**config.mk**
```make
export PLATFORM = sky130hd
export DESIGN_NAME = uart_reg_front
export DESIGN_NICKNAME = d
export VERILOG_FILES = /design/src/rtl/uart_reg_front_pkg.sv /design/src/rtl/uart_reg_front_ctrl.sv /design/src/rtl/uart_reg_front_status.sv /design/src/rtl/uart_reg_front_port.sv /design/src/rtl/uart_reg_front.sv
export SDC_FILE = /design/constraint.sdc
export NUM_CORES = 1
export LEC_CHECK = 0
export ABC_AREA = 1
export BUFFER_PORTS_ARGS = -buffer_cell sky130_fd_sc_hd__buf_4
export CAP_MARGIN = 40
export CORE_MARGIN = 2
export CORE_UTILIZATION = 47
export CTS_CLUSTER_SIZE = 30
export DETAILED_ROUTE_END_ITERATION = 10
export PLACE_DENSITY = 0.86
export REMOVE_ABC_BUFFERS = 1
export SLEW_MARGIN = 20
export SYNTH_ARGS = -nofsm -noshare
export SYNTH_HDL_FRONTEND = slang
export SYNTH_SLANG_ARGS = --single-unit
```
**constraint.sdc**
```tcl
create_clock -name clk -period 2 [get_ports clk]
set_input_delay 0.3 -clock clk [delete_from_list [all_inputs] [get_ports clk]]
set_output_delay 0.3 -clock clk [all_outputs]
set_load 0.01 [all_outputs]
```
**src/rtl/uart_reg_front_pkg.sv**
```systemverilog
package uart_reg_front_pkg;

    localparam int BUS_W = 32;

    typedef enum logic [3:0] {
        SEL_DATA  = 4'd0,
        SEL_LSR   = 4'd1,
        SEL_MSR   = 4'd2,
        SEL_LCR   = 4'd3,
        SEL_MCR   = 4'd4,
        SEL_DIVL  = 4'd5,
        SEL_DIVH  = 4'd6,
        SEL_ISC   = 4'd7,
        SEL_TXRES = 4'd8,
        SEL_RXRES = 4'd9,
        SEL_NONE  = 4'd15
    } reg_sel_e;

    typedef struct packed {
        logic       brk;
        logic       par_even;
        logic       par_en;
        logic       two_stop;
        logic [1:0] wlen;
    } line_ctl_t;

    typedef struct packed {
        logic loop;
        logic ri;
        logic dcd;
        logic rts;
        logic dtr;
    } modem_ctl_t;

    localparam line_ctl_t LCR_RESET = '{brk: 1'b0, par_even: 1'b0, par_en: 1'b0,
                                        two_stop: 1'b0, wlen: 2'd3};

    function automatic reg_sel_e decode_sel(input logic [7:0] widx);
        case (widx)
            8'd0: return SEL_DATA;
            8'd1: return SEL_LSR;
            8'd2: return SEL_MSR;
            8'd3: return SEL_LCR;
            8'd4: return SEL_MCR;
            8'd5: return SEL_DIVL;
            8'd6: return SEL_DIVH;
            8'd7: return SEL_ISC;
            8'd8: return SEL_TXRES;
            8'd9: return SEL_RXRES;
            default: return SEL_NONE;
        endcase
    endfunction

endpackage

```
**src/rtl/uart_reg_front_ctrl.sv**
```systemverilog
module uart_reg_front_ctrl
    import uart_reg_front_pkg::*;
(
    input  logic        clk,
    input  logic        rst,
    input  logic        wr_en,
    input  reg_sel_e    sel,
    input  logic [15:0] wdata,
    output line_ctl_t   lcr,
    output modem_ctl_t  mcr,
    output logic [7:0]  div_lo,
    output logic [3:0]  div_ext,
    output logic [7:0]  div_hi,
    output logic        rx_ie,
    output logic        tx_ie
);

    logic unused_mid;
    assign unused_mid = ^wdata[11:8];

    always_ff @(posedge clk) begin
        if (rst) begin
            lcr     <= LCR_RESET;
            mcr     <= '0;
            div_lo  <= '0;
            div_ext <= '0;
            div_hi  <= '0;
            rx_ie   <= 1'b0;
            tx_ie   <= 1'b0;
        end else if (wr_en) begin
            case (sel)
                SEL_LCR:  lcr <= line_ctl_t'(wdata[5:0]);
                SEL_MCR:  mcr <= modem_ctl_t'(wdata[4:0]);
                SEL_DIVL: begin
                    div_lo  <= wdata[7:0];
                    div_ext <= wdata[15:12];
                end
                SEL_DIVH: div_hi <= wdata[7:0];
                SEL_ISC:  begin
                    rx_ie <= wdata[5];
                    tx_ie <= wdata[4];
                end
                default: ;
            endcase
        end
    end

    assert_wlen_default_R1: assert property (@(posedge clk) disable iff (rst)
        $past(rst) |-> (lcr.wlen == 2'd3 && !rx_ie && !tx_ie));

    assert_lcr_hold_R7: assert property (@(posedge clk) disable iff (rst)
        !(wr_en && sel == SEL_LCR) |=> $stable(lcr));

endmodule

```
**src/rtl/uart_reg_front_status.sv**
```systemverilog
module uart_reg_front_status (
    input  logic       clk,
    input  logic       rst,
    input  logic       rx_overrun,
    input  logic       lsr_read,
    input  logic       rx_empty,
    input  logic       tx_full,
    input  logic       tx_empty,
    input  logic       tx_idle,
    input  logic       head_perr,
    input  logic       head_ferr,
    input  logic       head_brk,
    input  logic       rx_ie,
    input  logic       tx_ie,
    output logic [6:0] lsr,
    output logic       rx_pend,
    output logic       tx_pend,
    output logic       irq
);

    logic ovr_q;

    always_ff @(posedge clk) begin
        if (rst)             ovr_q <= 1'b0;
        else if (rx_overrun) ovr_q <= 1'b1;
        else if (lsr_read)   ovr_q <= 1'b0;
    end

    assign rx_pend = !rx_empty;
    assign tx_pend = !tx_full;

    always_comb begin
        lsr    = '0;
        lsr[6] = tx_empty & tx_idle;
        lsr[5] = rx_pend & head_brk;
        lsr[4] = rx_pend & head_ferr;
        lsr[3] = ovr_q;
        lsr[2] = rx_pend & head_perr;
        lsr[1] = rx_pend;
        lsr[0] = tx_pend;
    end

    assign irq = (rx_ie & rx_pend) | (tx_ie & tx_pend);

    assert_ovr_sticky_R6: assert property (@(posedge clk) disable iff (rst)
        rx_overrun |=> ovr_q);

    assert_head_mask_R5: assert property (@(posedge clk) disable iff (rst)
        rx_empty |-> (lsr[5:4] == 2'b00 && !lsr[2]));

    assert_irq_quiet_R11: assert property (@(posedge clk) disable iff (rst)
        (!rx_ie && !tx_ie) |-> !irq);

endmodule

```
**src/rtl/uart_reg_front_port.sv**
```systemverilog
module uart_reg_front_port
    import uart_reg_front_pkg::*;
#(
    parameter int DATA_W = 8,
    parameter int CNT_W  = 8
) (
    input  logic              clk,
    input  logic              rst,
    input  reg_sel_e          sel,
    input  logic              bus_wr,
    input  logic              bus_rd,
    input  logic [DATA_W-1:0] wchar,
    output logic [BUS_W-1:0]  bus_rdata,
    output logic              txf_push,
    output logic [DATA_W-1:0] txf_data,
    input  logic              txf_full,
    output logic              rxf_pop,
    output logic              rxf_flush,
    input  logic              rxf_empty,
    input  logic [DATA_W-1:0] rxf_data,
    input  logic [CNT_W-1:0]  txf_count,
    input  logic [CNT_W-1:0]  rxf_count,
    input  logic [6:0]        lsr,
    input  logic [3:0]        msr,
    input  logic [5:0]        lcr_bits,
    input  logic [4:0]        mcr_bits,
    input  logic [15:0]       divl_bits,
    input  logic [7:0]        divh_bits,
    input  logic [5:0]        isc_bits
);

    logic [BUS_W-1:0] rd_value;

    assign txf_push  = bus_wr && sel == SEL_DATA && !txf_full;
    assign txf_data  = wchar;
    assign rxf_flush = bus_wr && sel == SEL_RXRES;
    assign rxf_pop   = bus_rd && sel == SEL_DATA && !rxf_empty;

    always_comb begin
        rd_value = '0;
        case (sel)
            SEL_DATA:  rd_value = rxf_empty ? '0 : BUS_W'(rxf_data);
            SEL_LSR:   rd_value = BUS_W'(lsr);
            SEL_MSR:   rd_value = BUS_W'(msr);
            SEL_LCR:   rd_value = BUS_W'(lcr_bits);
            SEL_MCR:   rd_value = BUS_W'(mcr_bits);
            SEL_DIVL:  rd_value = BUS_W'(divl_bits);
            SEL_DIVH:  rd_value = BUS_W'(divh_bits);
            SEL_ISC:   rd_value = BUS_W'(isc_bits);
            SEL_TXRES: rd_value = BUS_W'(txf_count);
            SEL_RXRES: rd_value = BUS_W'(rxf_count);
            default:   rd_value = '0;
        endcase
    end

    always_ff @(posedge clk) begin
        if (rst)         bus_rdata <= '0;
        else if (bus_rd) bus_rdata <= rd_value;
    end

    assert_no_push_full_R2: assert property (@(posedge clk) disable iff (rst)
        txf_full |-> !txf_push);

    assert_no_pop_empty_R3: assert property (@(posedge clk) disable iff (rst)
        rxf_empty |-> !rxf_pop);

    assert_flush_needs_write_R12: assert property (@(posedge clk) disable iff (rst)
        rxf_flush |-> (bus_wr && !txf_push));

    assert_rdata_hold_R3: assert property (@(posedge clk) disable iff (rst)
        !bus_rd |=> $stable(bus_rdata));

endmodule

```
**src/rtl/uart_reg_front.sv**
```systemverilog
module uart_reg_front
    import uart_reg_front_pkg::*;
#(
    parameter int ADDR_W     = 6,
    parameter int DATA_W     = 8,
    parameter int FIFO_DEPTH = 128,
    localparam int CNT_W     = $clog2(FIFO_DEPTH + 1)
) (
    input  logic              clk,
    input  logic              rst,
    input  logic [ADDR_W-1:0] bus_addr,
    input  logic              bus_wr,
    input  logic [31:0]       bus_wdata,
    input  logic              bus_rd,
    output logic [31:0]       bus_rdata,
    output logic              txf_push,
    output logic [DATA_W-1:0] txf_data,
    input  logic              txf_full,
    input  logic              txf_empty,
    input  logic [CNT_W-1:0]  txf_count,
    input  logic              tx_idle,
    output logic              rxf_pop,
    output logic              rxf_flush,
    input  logic [DATA_W-1:0] rxf_data,
    input  logic              rxf_empty,
    input  logic [CNT_W-1:0]  rxf_count,
    input  logic              rxf_perr,
    input  logic              rxf_ferr,
    input  logic              rxf_brk,
    input  logic              rx_overrun,
    input  logic [3:0]        modem_sts,
    output logic [1:0]        word_len,
    output logic              two_stop,
    output logic              par_en,
    output logic              par_even,
    output logic              brk_force,
    output logic              loopback,
    output logic              ri_out,
    output logic              dcd_out,
    output logic              rts_out,
    output logic              dtr_out,
    output logic [15:0]       baud_div,
    output logic [3:0]        baud_ext,
    output logic              irq
);

    localparam int WIDX_W = ADDR_W - 2;

    logic [WIDX_W-1:0] widx;
    reg_sel_e          sel;
    line_ctl_t         lcr;
    modem_ctl_t        mcr;
    logic [7:0]        div_lo, div_hi;
    logic [3:0]        div_ext;
    logic              rx_ie, tx_ie, rx_pend, tx_pend;
    logic [6:0]        lsr;
    logic              unused_bus;

    assign unused_bus = ^{bus_addr[1:0], bus_wdata[31:16]};
    assign widx       = bus_addr[ADDR_W-1:2];
    assign sel        = decode_sel(8'(widx));

    uart_reg_front_ctrl u_ctrl (
        .clk(clk), .rst(rst), .wr_en(bus_wr), .sel(sel), .wdata(bus_wdata[15:0]),
        .lcr(lcr), .mcr(mcr), .div_lo(div_lo), .div_ext(div_ext), .div_hi(div_hi),
        .rx_ie(rx_ie), .tx_ie(tx_ie)
    );

    uart_reg_front_status u_status (
        .clk(clk), .rst(rst), .rx_overrun(rx_overrun),
        .lsr_read(bus_rd && sel == SEL_LSR),
        .rx_empty(rxf_empty), .tx_full(txf_full), .tx_empty(txf_empty), .tx_idle(tx_idle),
        .head_perr(rxf_perr), .head_ferr(rxf_ferr), .head_brk(rxf_brk),
        .rx_ie(rx_ie), .tx_ie(tx_ie),
        .lsr(lsr), .rx_pend(rx_pend), .tx_pend(tx_pend), .irq(irq)
    );

    uart_reg_front_port #(.DATA_W(DATA_W), .CNT_W(CNT_W)) u_port (
        .clk(clk), .rst(rst), .sel(sel), .bus_wr(bus_wr), .bus_rd(bus_rd),
        .wchar(bus_wdata[DATA_W-1:0]), .bus_rdata(bus_rdata),
        .txf_push(txf_push), .txf_data(txf_data), .txf_full(txf_full),
        .rxf_pop(rxf_pop), .rxf_flush(rxf_flush), .rxf_empty(rxf_empty), .rxf_data(rxf_data),
        .txf_count(txf_count), .rxf_count(rxf_count),
        .lsr(lsr), .msr(modem_sts), .lcr_bits(lcr), .mcr_bits(mcr),
        .divl_bits({div_ext, 4'b0000, div_lo}), .divh_bits(div_hi),
        .isc_bits({rx_ie, tx_ie, 2'b00, rx_pend, tx_pend})
    );

    assign word_len  = lcr.wlen;
    assign two_stop  = lcr.two_stop;
    assign par_en    = lcr.par_en;
    assign par_even  = lcr.par_even;
    assign brk_force = lcr.brk;
    assign loopback  = mcr.loop;
    assign ri_out    = mcr.ri;
    assign dcd_out   = mcr.dcd;
    assign rts_out   = mcr.rts;
    assign dtr_out   = mcr.dtr;
    assign baud_div  = {div_hi, div_lo};
    assign baud_ext  = div_ext;

endmodule

```
# Yosys cells after proc, flatten, opt, wreduce, memory -nomap -nowiden
# Memories as Yosys holds them, arrays and structs flattened.
# Index checks and enable logic that the tools add are counted.
[classes]
n_addsub = 0
multipliers = 0
n_div = 0
order_cmp = 0
n_eq_ne = 9
shifts = 0
mux = 4
bitwise = 7
n_reduce_logical = 15
[op_table]
columns = ["cell", "n"]
rows = [
  ["$pmux 32 s10", 1],
  ["$eq 4x3->1 const B", 4],
  ["$reduce_and 2->1", 5],
  ["$eq 4x2->1 const B", 2],
  ["$eq 4x4->1 const B", 2],
  ["$mux 8", 1],
  ["$and 1x1->1", 6],
  ["$logic_and 1x1->1", 6],
  ["$eq 4x1->1 const B", 1],
  ["$logic_not 4->1", 1],
  ["$logic_not 1->1", 2],
  ["$mux 1", 2],
  ["$reduce_bool 2->1", 1],
  ["$or 1x1->1", 1],
]
[word_totals]
ff_bits = 66
latchBits = 0
ram_bits = 0
rom_bits = 64
input_bits = 78
output_inout_bits = 75
wordCells = 53
n_memories = 1
[mem_list]
columns = ["name", "words", "word_bits", "read_ports", "rd_clocked_by_memory_dff", "write_ports", "line_no", "rtl"]
rows = [
  ["(no name shown)", 16, 4, 1, 0, 0, "uart_reg_front_pkg.sv:39", "case (widx)"],
]

# Depth between registers and ports, before layout
# Gate-level depths: netlist (run 1).
# An unclocked memory read counts as a cell.
[depth]
word_depth = 5
mapped_depth = 10
mapped_depth_nobuf = 10

# Hierarchy
# Synthesis (run 1) repeated with hierarchy kept, for this count alone.
[unflattened]
cells_unflattened = 487
area_unflattened_um2 = 2980.4
[modules_own_cells]
columns = ["mod", "instances", "cells_each", "area_per_inst_um2", "seq_area_each_um2"]
rows = [
  ["uart_reg_front_port", 1, 260, 1476.4, 320.3],
  ["uart_reg_front_ctrl", 1, 194, 1341.3, 660.6],
  ["uart_reg_front_status", 1, 21, 107.6, 20.0],
  ["uart_reg_front", 1, 12, 55.1, 0.0],
]

# Least setup slack after synthesis (run 1)
# Ideal clock, no wire load.
[synth_timing]
path_kind = "input -> output"
start = "input port bus_rd"
end = "output port rxf_pop"
t_arrival_ns = 1.206
t_required_ns = 1.700
slack_ns = 0.494
cell_stages = 4
path_buffers = 2
path_cell_list = "clkbuf_1 > inv_1 > clkbuf_1 > nor3_1"
[synth_between]
elab_chain_len = 2
[synth_lines]
columns = ["item", "line_no", "rtl"]
rows = [
  ["from (decl)", "uart_reg_front.sv:14", "input logic bus_rd,"],
  ["$logic_and 1x1->1 (2 in series)", "uart_reg_front_port.sv:37", "assign rxf_pop = bus_rd && sel == SEL_DATA && !rxf_empty;"],
  ["to (decl)", "uart_reg_front.sv:22", "output logic rxf_pop,"],
]
# Every way passes these cells.

# Worst setup path after layout (run 1)
[layout_timing]
start = "input port bus_addr[2]"
end = "output port txf_push"
[layout_between]
elab_chain_len = 4
[layout_lines]
columns = ["item", "line_no", "rtl"]
rows = [
  ["from (decl)", "uart_reg_front.sv:11", "input logic [ADDR_W-1:0] bus_addr,"],
  ["$mem_v2 16x4", "-", ""],
  ["$logic_not 4->1", "uart_reg_front_port.sv:34", "assign txf_push = bus_wr && sel == SEL_DATA && !txf_full;"],
  ["$logic_and 1x1->1 (2 in series)", "uart_reg_front_port.sv:34", ""],
  ["to (decl)", "uart_reg_front.sv:16", "output logic txf_push,"],
]
# Every way passes these cells.

==> flow_metrics.env, run 1 <==
export IMPL_critical_path_top_delay_family="simple AND/OR/NAND/NOR gates"
export IMPL_cts_sinks=46
export IMPL_synth_area_leader_cell="dfxtp_1"
export IMPL_drtPass1Iterations=5
export IMPL_vias=2772
export IMPL_timing_rr_start="u_ctrl.mcr[2]$_SDFFE_PP0P_"
export IMPL_wirelength_mm=7.50
export IMPL_synth_edff_count=0
export IMPL_post_cts_resize_count=0
export IMPL_synth_most_common_cell="nand2_1"
export IMPL_nNetsFinal=570
export IMPL_diodes=0
export IMPL_io_buffers=110
export IMPL_ff_latch_area_um2=921
export IMPL_period_share=0.834
export IMPL_grt_total_usage=0.253
export IMPL_cp_slowest_cell="nand4_1"
export IMPL_rsz0062_at_grt="false"
export IMPL_antenna_found_initial=0
export IMPL_slowest_delay_ns=0.36
export IMPL_drcViolationCount=0
export IMPL_synth_async_reset_ratio=0
export IMPL_grt_pass1_vias=2590
export IMPL_synth_avg_cell_area_um2=6.44
export IMPL_netlist_top_cells_area="dfxtp_1, nand2_1, nor2_1, buf_4, o21ai_0"
export IMPL_min_to="u_ctrl.div_ext[0]$_SDFFE_PP0P_"
export IMPL_post_cts_buffers=0
export IMPL_cts_tree="built"
export IMPL_ys_seq_elements=46
export IMPL_fin_skew_ns=0.0103
export IMPL_final_setup_tns_ns=0
export IMPL_routabilityCongestion=0.885
export IMPL_min_from="bus_wdata[12]"
export IMPL_reg2reg_slack_ns=1.01
export IMPL_hold_path_depth=3
export IMPL_grt_max_degree=22
export IMPL_drv_cap=0
export IMPL_grt_overflow=0
export IMPL_path_cells="buf_4 > inv_1 > nand4_1 > nor3_1 > buf_4"
export IMPL_worst_slack_ns=0.333
export IMPL_status="finished, final reports clean"
export IMPL_cts_hold_buf=0
export IMPL_syn2layout_area_growth_pct=32.8
export IMPL_wl_per_cell_um=13.4
export IMPL_hold_viol=0
export IMPL_start_util=0.493
export IMPL_dieArea_um2=5990
export IMPL_worstReg2RegEnd="u_port.bus_rdata[2]$_SDFFE_PP0P_"
export IMPL_multi_input_area_um2=1320
export IMPL_core_area_um2=5140
export IMPL_crit_path_start_kind="input pin"
export IMPL_fmax_ghz=0.600
export IMPL_num_rows=26
export IMPL_postRouteAntennaNets=0
export IMPL_yosys_top_cells_count="nand2_1, nor2_1, dfxtp_1"
export IMPL_fillCellCount=503
export IMPL_clk_pin_slew_ns=0.08
export IMPL_cts_root_buf="clkbuf_8"
export IMPL_path_common_cell="buf_4"
export IMPL_seq_area_frac_synth=0.364
export IMPL_ioPinCount=153
export IMPL_syn_area_um2=2530
export IMPL_finalSetupViolations=0
export IMPL_die_h_um=77.4
export IMPL_p_leak_uw=0.00168
export IMPL_drtIter0Drc=200
export IMPL_r2r_cells=6
export IMPL_end_kind="output port"
export IMPL_drive_gt1_frac=0.268
export IMPL_cp_data_arrival_time_ns=1.37
export IMPL_insertion_delay_ns=0.30
export IMPL_h_tree_depth=2
export IMPL_synth_flop_cell="dfxtp_1"
export IMPL_critPathBufInv=3
export IMPL_drv_slew=0
export IMPL_layout_min_cycle_time_ns=1.67
export IMPL_vdd_ir_drop_max_v=0.000392
export IMPL_avgViaCountPerCell=4.93
export IMPL_ys_warn_count=0
export IMPL_synthCells=393
export IMPL_yosysUniqueCellTypes=21
export IMPL_crit_type="in -> out"
export IMPL_synth_top_area_frac=0.364
export IMPL_clk_path_buf_depth=2
export IMPL_required_ns=1.70
export IMPL_power_density_nw_per_um2=536
export IMPL_die_x_um=77.4
export IMPL_dp_slack_ns=0.325
export IMPL_dp_hpwl_mm=5.86
export IMPL_min_path_type="in -> reg"
export IMPL_crit_fanout=9
export IMPL_grt_first_pass_wirelength_mm=12.3
export IMPL_numCtsBuffers=5
-- through the flow --
| stage | cells | hold slack, ns | cell area [um^2] | util | power (uW) |
|---|---|---|---|---|---|
| 3_5_place_dp | 555 | 0.457 | 3280 | 0.639 | 1270 |
| 2_1_floorplan | 373 | 0.369 | 2340 | - | 1080 |
| 5_1_grt | 562 | 0.231 | 3360 | 0.654 | 1870 |
| 4_1_cts | 562 | 0.216 | 3360 | 0.654 | 1800 |
| 6_report | 562 | 0.219 | 3360 | 0.654 | 1800 |
| 3_3_place_gp | 555 | 0.456 | 3280 | 0.639 | 1270 |
-- cell families (layout without fill, tap and decap cells) --
group	Yosys count	in the layout	synth area share
DFF	46	46	0.364
buffers and inverters	66	146	0.144
AOI/OAI and AO/OA	60	60	0.122
and+or+nand+nor	220	220	0.370
other	1	20	0.00148
-- where the power goes --
group	internal (uW)	total, uW	switching [uW]	leakage (uW)
registers	933	946	12.7	0.000372
logic	137	305	169	0.00127
clock network	240	551	311	0.0000373
total	1310	1800	492	0.00168
-- worst max path at each step --
stage | from | endpoint | cells after the start | slack, ns
final | bus_addr[2] | txf_push | 5 | 0.33
after global routing | bus_addr[2] | rxf_pop | 5 | 0.12
after floorplan | bus_addr[3] | u_ctrl.div_hi[2]$_SDFFE_PP0P_ | 7 | 0.25
after detailed placement | bus_addr[2] | txf_push | 5 | 0.33
after CTS | bus_addr[2] | txf_push | 5 | 0.32
after global placement | bus_addr[2] | txf_push | 5 | 0.31
-- layout by cell type, fill, tap and decap left out --
cell type,Yosys,routed
a21oi_1,23,23
a22o_1,1,1
buf_12,0,1
buf_4,28,111
clkbuf_1,7,1
clkbuf_8,0,5
clkinvlp_4,0,1
conb_1,1,20
dfxtp_1,46,46
inv_1,23,23
inv_2,4,4
nand2_1,96,96
nand3_1,23,23
nand3_4,1,1
nand4_1,3,3
nor2_1,84,84
nor2_2,6,6
nor2_4,1,1
nor2_8,2,2
nor3_1,4,4
o2111ai_1,1,1
o21ai_0,35,35
-- worst reg2reg max path, stage by stage, from the launching register on --
cell and delay [ns]:
dfxtp_1 0.34, nand2_1 0.07, nand2_1 0.06, nor2_1 0.18, nand3_1 0.12, nand2_1 0.08, a21oi_1 0.05
-- state kept, by name (all words and copies together), names as in the netlist --
register and count:
u_ctrl.div_lo 8, u_ctrl.lcr 6, u_ctrl.mcr 5, u_ctrl.rx_ie 1, u_ctrl.div_ext 4, u_status.ovr_q 1, u_ctrl.tx_ie 1, u_ctrl.div_hi 8
u_port.bus_rdata 12
-- layout make-up --
type	instances	area share
Clock inverter	1	0.00223
Clock buffer	6	0.0216
Multi-Input combinational cell	300	0.392
Inverter	27	0.0301
Timing Repair Buffer	112	0.254
Sequential cell	46	0.274
Tap cell	70	0.0261
-- metal layers --
layer	part of all wire	GRT usage
met5	0	0
met4	0.012	0.0625
met3	0.083	0.0570
met2	0.47	0.439
met1	0.44	0.318
No activity file was read; power rests on OpenSTA's default activity.
==> inputs of run 2 (changes only) <==
--- a/config.mk
+++ b/config.mk
@@ -5,14 +5,14 @@
 export SDC_FILE = /design/constraint.sdc
 export NUM_CORES = 1
 export LEC_CHECK = 0
-export ABC_AREA = 1
+export ABC_AREA = 0
 export BUFFER_PORTS_ARGS = -buffer_cell sky130_fd_sc_hd__buf_4
 export CAP_MARGIN = 40
 export CORE_MARGIN = 2
-export CORE_UTILIZATION = 47
+export CORE_UTILIZATION = 40
 export CTS_CLUSTER_SIZE = 30
 export DETAILED_ROUTE_END_ITERATION = 10
-export PLACE_DENSITY = 0.86
+export PLACE_DENSITY = 0.77
 export REMOVE_ABC_BUFFERS = 1
 export SLEW_MARGIN = 20
 export SYNTH_ARGS = -nofsm -noshare
==> constraint.sdc (replaced) <==
create_clock -name clk -period 1.4 [get_ports clk]
set_input_delay 0.21 -clock clk [delete_from_list [all_inputs] [get_ports clk]]
set_output_delay 0.21 -clock clk [all_outputs]
set_load 0.01 [all_outputs]
==> flow_metrics.env, run 2 <==
export IMPL_grt_max_degree=24
export IMPL_synth_xor_area_frac=0
export IMPL_finalPower_uw=2720
export IMPL_wl_per_cell_um=15.8
export IMPL_end_kind="output port"
export IMPL_startpoint="bus_addr[5]"
export IMPL_dp_hpwl_mm=6.31
export IMPL_crit_fanout=8
export IMPL_power_frac_clock=0.301
export IMPL_grt_total_usage=0.219
export IMPL_reg_largest_list="u_port.bus_rdata: 12 flops, u_ctrl.div_hi: 8 flops, u_ctrl.div_lo: 8 flops"
export IMPL_ys_seq_elements=46
export IMPL_use_met1=0.290
export IMPL_final_cell_mix="buf_4, dfxtp_1, nand2_1"
export IMPL_synthMuxAreaShare=0.107
export IMPL_synth_async_reset_ratio=0
export IMPL_synth_area_leader_cell="dfxtp_1"
export IMPL_clk_pin_slew_ns=0.08
export IMPL_drtPass1Iterations=4
export IMPL_core_area_um2=6390
export IMPL_synth_adder_area_share=0
export IMPL_p_leak_uw=0.00165
export IMPL_synth_top_family_by_area="simple AND/OR/NAND/NOR gates"
export IMPL_period_share=0.925
export IMPL_drcViolationCount=0
export IMPL_io_buffers=110
export IMPL_fin_skew_ns=0.00626
export IMPL_drv_slew=0
export IMPL_busiest_layer="met2"
export IMPL_synthSimpleGateAreaFrac=0.212
export IMPL_intPower_uw=1950
export IMPL_numCtsBuffers=5
export IMPL_min_path_type="in -> reg"
export IMPL_seq_area_frac_synth=0.347
export IMPL_finalSetupViolations=0
export IMPL_globalRouteMet2Util=0.358
export IMPL_cp_data_arrival_time_ns=1.08
export IMPL_design_area_um2=3680
export IMPL_insertion_delay_ns=0.30
export IMPL_final_common_cell="buf_4"
export IMPL_die_h_um=85.4
export IMPL_status="finished, final reports clean"
export IMPL_ys_warn_count=0
export IMPL_grt_first_pass_wirelength_mm=12.6
export IMPL_cts_tree="built"
export IMPL_drive_gt1_frac=0.405
export IMPL_netlist_top_cells_area="dfxtp_1, mux2i_1, buf_4, a21oi_1, nand2_1"
export IMPL_rsz0062_at_grt="false"
export IMPL_min_from="rx_overrun"
export IMPL_cts_root_buf="clkbuf_8"
export IMPL_yosysUniqueCellTypes=56
export IMPL_synthCells=312
export IMPL_dpl_cell_area_um2=3590
export IMPL_synth_most_common_cell="dfxtp_1"
export IMPL_routabilityCongestion=0.865
export IMPL_h_tree_depth=2
export IMPL_die_x_um=85.4
export IMPL_layout_min_cycle_time_ns=1.29
export IMPL_use_met3=0.0554
export IMPL_drv_cap=0
export IMPL_synth_top_area_frac=0.347
export IMPL_synth_flop_cell="dfxtp_1"
export IMPL_grt_pass1_vias=2527
export IMPL_power_density_nw_per_um2=739
export IMPL_wirelength_mm=8.12
export IMPL_clk_path_buf_depth=2
export IMPL_cts_sinks=46
export IMPL_ioPinCount=153
export IMPL_regMostFlops="u_port.bus_rdata"
export IMPL_diodes=0
export IMPL_crit_type="in -> out"
export IMPL_fmax_ghz=0.772
export IMPL_synth_compound_area_share=0.200
export IMPL_start_util=0.415
export IMPL_timing_rr_start="u_ctrl.lcr[2]$_SDFFE_PP0P_"
export IMPL_postRouteAntennaNets=0
export IMPL_grt_overflow=0
export IMPL_synth_edff_count=0
export IMPL_syn_area_um2=2650
export IMPL_dieArea_um2=7290
export IMPL_drtIter0Drc=151
export IMPL_syn2layout_area_growth_pct=38.8
export IMPL_power_frac_comb=0.205
export IMPL_vias=2676
export IMPL_power_switching_uw=768
export IMPL_synth_avg_cell_area_um2=8.49
export IMPL_antenna_found_initial=0
export IMPL_num_rows=29
export IMPL_vdd_ir_drop_max_v=0.000459
export IMPL_nNetsFinal=514
export IMPL_crit_path_start_kind="input pin"
export IMPL_power_share_sequential=0.494
export IMPL_yosys_top_cells_count="dfxtp_1, nand2_1, buf_4"
export IMPL_swShare=0.282
export IMPL_required_ns=1.19
export IMPL_largest_reg_flops=12
export IMPL_hold_viol=0
export IMPL_avgViaCountPerCell=5.21
export IMPL_post_cts_buffers=0
-- run 2: final cells by class --
class                           count  area, um^2
Fill cell                         601        2710
Multi-Input combinational cell    231        1450
Timing Repair Buffer              146        1100
Sequential cell                    46         921
Tap cell                           77        96.3
Clock buffer                        5        68.8
Inverter                            6        22.5
Clock inverter                      3        21.3
-- run 2: kinds of logic after synthesis --
logic type	count (synthesis)
and+or+nand+nor	104
AOI/OAI and AO/OA	79
buffers and inverters	54
DFF	46
muxes	28
other	1
-- run 2: stage by stage --
stage                     TNS (ns)  hold WS [ns]  setup slack, ns   util  std cells
final                            0         0.122            0.105  0.576        514
after global routing             0         0.138           0.0428  0.576        514
after CTS                        0         0.122           0.0982  0.576        514
after detailed placement    -0.942         0.443          -0.0876  0.562        506
after global placement      -0.684         0.418          -0.0607  0.562        506
after floorplan                  0         0.276            0.181      -        283
-- run 2: path summary, 6_finish.rpt --
| kind | endpoint | slack [ns] | cells past startpoint |
|---|---|---|---|
| hold / removal | u_status.ovr_q$_SDFFE_PP0P_ | 0.12 | 3 |
| setup / recovery | rxf_pop | 0.11 | 5 |
| hold reg to reg | u_ctrl.div_ext[0]$_SDFFE_PP0P_ | 0.48 | 2 |
| setup reg to reg | u_port.bus_rdata[2]$_SDFFE_PP0P_ | 0.17 | 4 |
-- run 2: critical path, stage by stage --
cell	delay (ns)
buf_4	0.14
nor2_1	0.13
and3b_2	0.33
and2_1	0.16
buf_4	0.11
-- run 2: what timing repair did --
item	in CTS	in global routing
setup endpoints to repair	1	0
hold endpoints to repair	0	0
resized for setup	1	0
hold buffers	0	0
-- run 2: power groups by stage --
stage	Combinational [uW]	Clock (uW)	Sequential [uW]
floorplan	176	0	1380
global placement	553	0	1370
detailed placement	555	0	1370
CTS	558	849	1340
global route	602	894	1350
finish	557	819	1340
-- run 2: layer usage --
layer | up-vias | share of wire
met4 | 0 | 0.0091
met3 | 8 | 0.096
met5 | - | 0
met1 | 1236 | 0.43
met2 | 122 | 0.47
li1 | 1310 | -
==> inputs of run 3 (changes only) <==
--- a/config.mk
+++ b/config.mk
@@ -6,7 +6,7 @@
 export NUM_CORES = 1
 export LEC_CHECK = 0
 export ABC_AREA = 0
-export BUFFER_PORTS_ARGS = -buffer_cell sky130_fd_sc_hd__buf_4
+export BUFFER_PORTS_ARGS = -buffer_cell sky130_fd_sc_hd__buf_2
 export CAP_MARGIN = 40
 export CORE_MARGIN = 2
 export CORE_UTILIZATION = 40
==> flow_metrics.env, run 3 (synthesized netlist as in run 2, its figures left out) <==
export IMPL_drcViolationCount=0
export IMPL_antenna_found_initial=0
export IMPL_grt_max_degree=26
export IMPL_drtIter0Drc=180
export IMPL_avgViaCountPerCell=5.28
export IMPL_path_cells="clkbuf_4 > nor2_2 > and3b_2 > and2_1 > buf_2"
export IMPL_core_area_um2=6390
export IMPL_p_leak_uw=0.00163
export IMPL_clk_path_buf_depth=2
export IMPL_dp_hpwl_mm=6.53
export IMPL_cp_data_arrival_time_ns=1.14
export IMPL_wl_per_cell_um=16.1
export IMPL_vdd_ir_drop_max_v=0.000624
export IMPL_largest_reg_flops=12
export IMPL_insertion_delay_ns=0.30
export IMPL_drtPass1Iterations=5
export IMPL_final_cell_mix="buf_2, dfxtp_1, buf_4"
export IMPL_clk_pin_slew_ns=0.08
export IMPL_fmax_ghz=0.742
export IMPL_crit_type="in -> out"
export IMPL_routabilityCongestion=0.880
export IMPL_slowest_delay_ns=0.34
export IMPL_drive_gt1_frac=0.409
export IMPL_grt_overflow=0
export IMPL_syn2layout_area_growth_pct=30.8
export IMPL_ioPinCount=153
export IMPL_die_x_um=85.4
export IMPL_num_rows=29
export IMPL_grt_total_usage=0.224
export IMPL_rsz0062_at_grt="false"
export IMPL_h_tree_depth=2
export IMPL_worst_slack_ns=0.0529
export IMPL_diodes=0
export IMPL_dieArea_um2=7290
export IMPL_reg_largest_list="u_port.bus_rdata: 12 flops, u_ctrl.div_hi: 8 flops, u_ctrl.div_lo: 8 flops"
export IMPL_period_share=0.962
export IMPL_cts_root_buf="clkbuf_8"
export IMPL_power_share_sequential=0.474
export IMPL_power_density_nw_per_um2=817
export IMPL_cts_sinks=46
export IMPL_r2r_cells=4
export IMPL_hold_viol=0
export IMPL_power_frac_clock=0.346
export IMPL_crit_path_start_kind="input pin"
export IMPL_crit_fanout=13
export IMPL_wirelength_mm=8.37
export IMPL_power_switching_uw=751
export IMPL_final_common_cell="buf_2"
export IMPL_end_kind="output port"
export IMPL_nNetsFinal=520
export IMPL_min_path_type="in -> reg"
export IMPL_grt_pass1_vias=2507
export IMPL_die_h_um=85.4
export IMPL_start_util=0.415
export IMPL_finalPower_uw=2830
export IMPL_io_buffers=110
export IMPL_layout_min_cycle_time_ns=1.35
export IMPL_drv_cap=0
export IMPL_drv_slew=0
export IMPL_swShare=0.265
export IMPL_finalSetupViolations=0
export IMPL_status="finished, final reports clean"
export IMPL_grt_first_pass_wirelength_mm=12.8
export IMPL_fillCellCount=614
export IMPL_power_frac_comb=0.181
export IMPL_cts_tree="built"
export IMPL_layout_cells_non_filler=520
export IMPL_required_ns=1.19
export IMPL_cp_slowest_cell="and3b_2"
export IMPL_fin_skew_ns=0.00825
export IMPL_postRouteAntennaNets=0
export IMPL_dp_cells=512
export IMPL_numCtsBuffers=5
export IMPL_dp_slack_ns=-0.101
export IMPL_intPower_uw=2080
export IMPL_vias=2746
export IMPL_hold_path_depth=3
export IMPL_regMostFlops="u_port.bus_rdata"
run 3: per-stage QoR:
step | TNS (ns) | hold slack [ns] | area [um^2] | utilization
final | 0 | 0.125 | 3470 | 0.543
after global routing | 0 | 0.119 | 3470 | 0.543
after CTS | 0 | 0.118 | 3460 | 0.543
after detailed placement | -0.680 | 0.433 | 3360 | 0.526
after global placement | -0.632 | 0.417 | 3360 | 0.526
after floorplan | 0 | 0.276 | 2390 | -
run 3: critical path, delay by kind of cell:
family	cells	cell delay (ns)
and+or+nand+nor	3	0.61
buffers and inverters	2	0.31
run 3: layer usage:
| layer | global-route usage | part of all wire |
|---|---|---|
| met1 | 0.293 | 0.43 |
| met2 | 0.380 | 0.48 |
| met3 | 0.0496 | 0.087 |
| met4 | 0.0433 | 0.0062 |
| met5 | 0 | 0 |
run 3: cell type report:
| type | instances | area [um^2] | area share |
|---|---|---|---|
| multi-input combinational | 231 | 1450 | 0.419 |
| sequential | 46 | 921 | 0.266 |
| timing repair buffer | 152 | 868 | 0.250 |
| tap | 77 | 96.3 | 0.0278 |
| clock buffer | 7 | 76.3 | 0.0220 |
| clock inverter | 1 | 30.0 | 0.00866 |
| inverter | 6 | 22.5 | 0.00650 |
run 3: worst paths after layout:
| check | slack [ns] | from | end |
|---|---|---|---|
| worst min register to register | 0.47 | u_ctrl.div_ext[1]$_SDFFE_PP0P_ | u_ctrl.div_ext[1]$_SDFFE_PP0P_ |
| worst min-delay path | 0.13 | rx_overrun | u_status.ovr_q$_SDFFE_PP0P_ |
| worst max-delay path | 0.05 | bus_addr[2] | rxf_pop |
| worst max register to register | 0.16 | u_ctrl.div_hi[6]$_SDFFE_PP0P_ | u_port.bus_rdata[6]$_SDFFE_PP0P_ |
run 3: power groups by stage:
stage | clock (uW) | sequential [uW] | combinational, uW
6_report | 979 | 1340 | 512
5_1_grt | 1050 | 1340 | 553
4_1_cts | 995 | 1340 | 508
3_5_place_dp | 0 | 1370 | 505
3_3_place_gp | 0 | 1370 | 502
2_1_floorplan | 0 | 1380 | 176
run 3: what timing repair did:
action,CTS,global route
hold buffers,0,0
pin swaps,0,0
resized for setup,1,1
buffers inserted,0,0
setup endpoints to repair,1,2
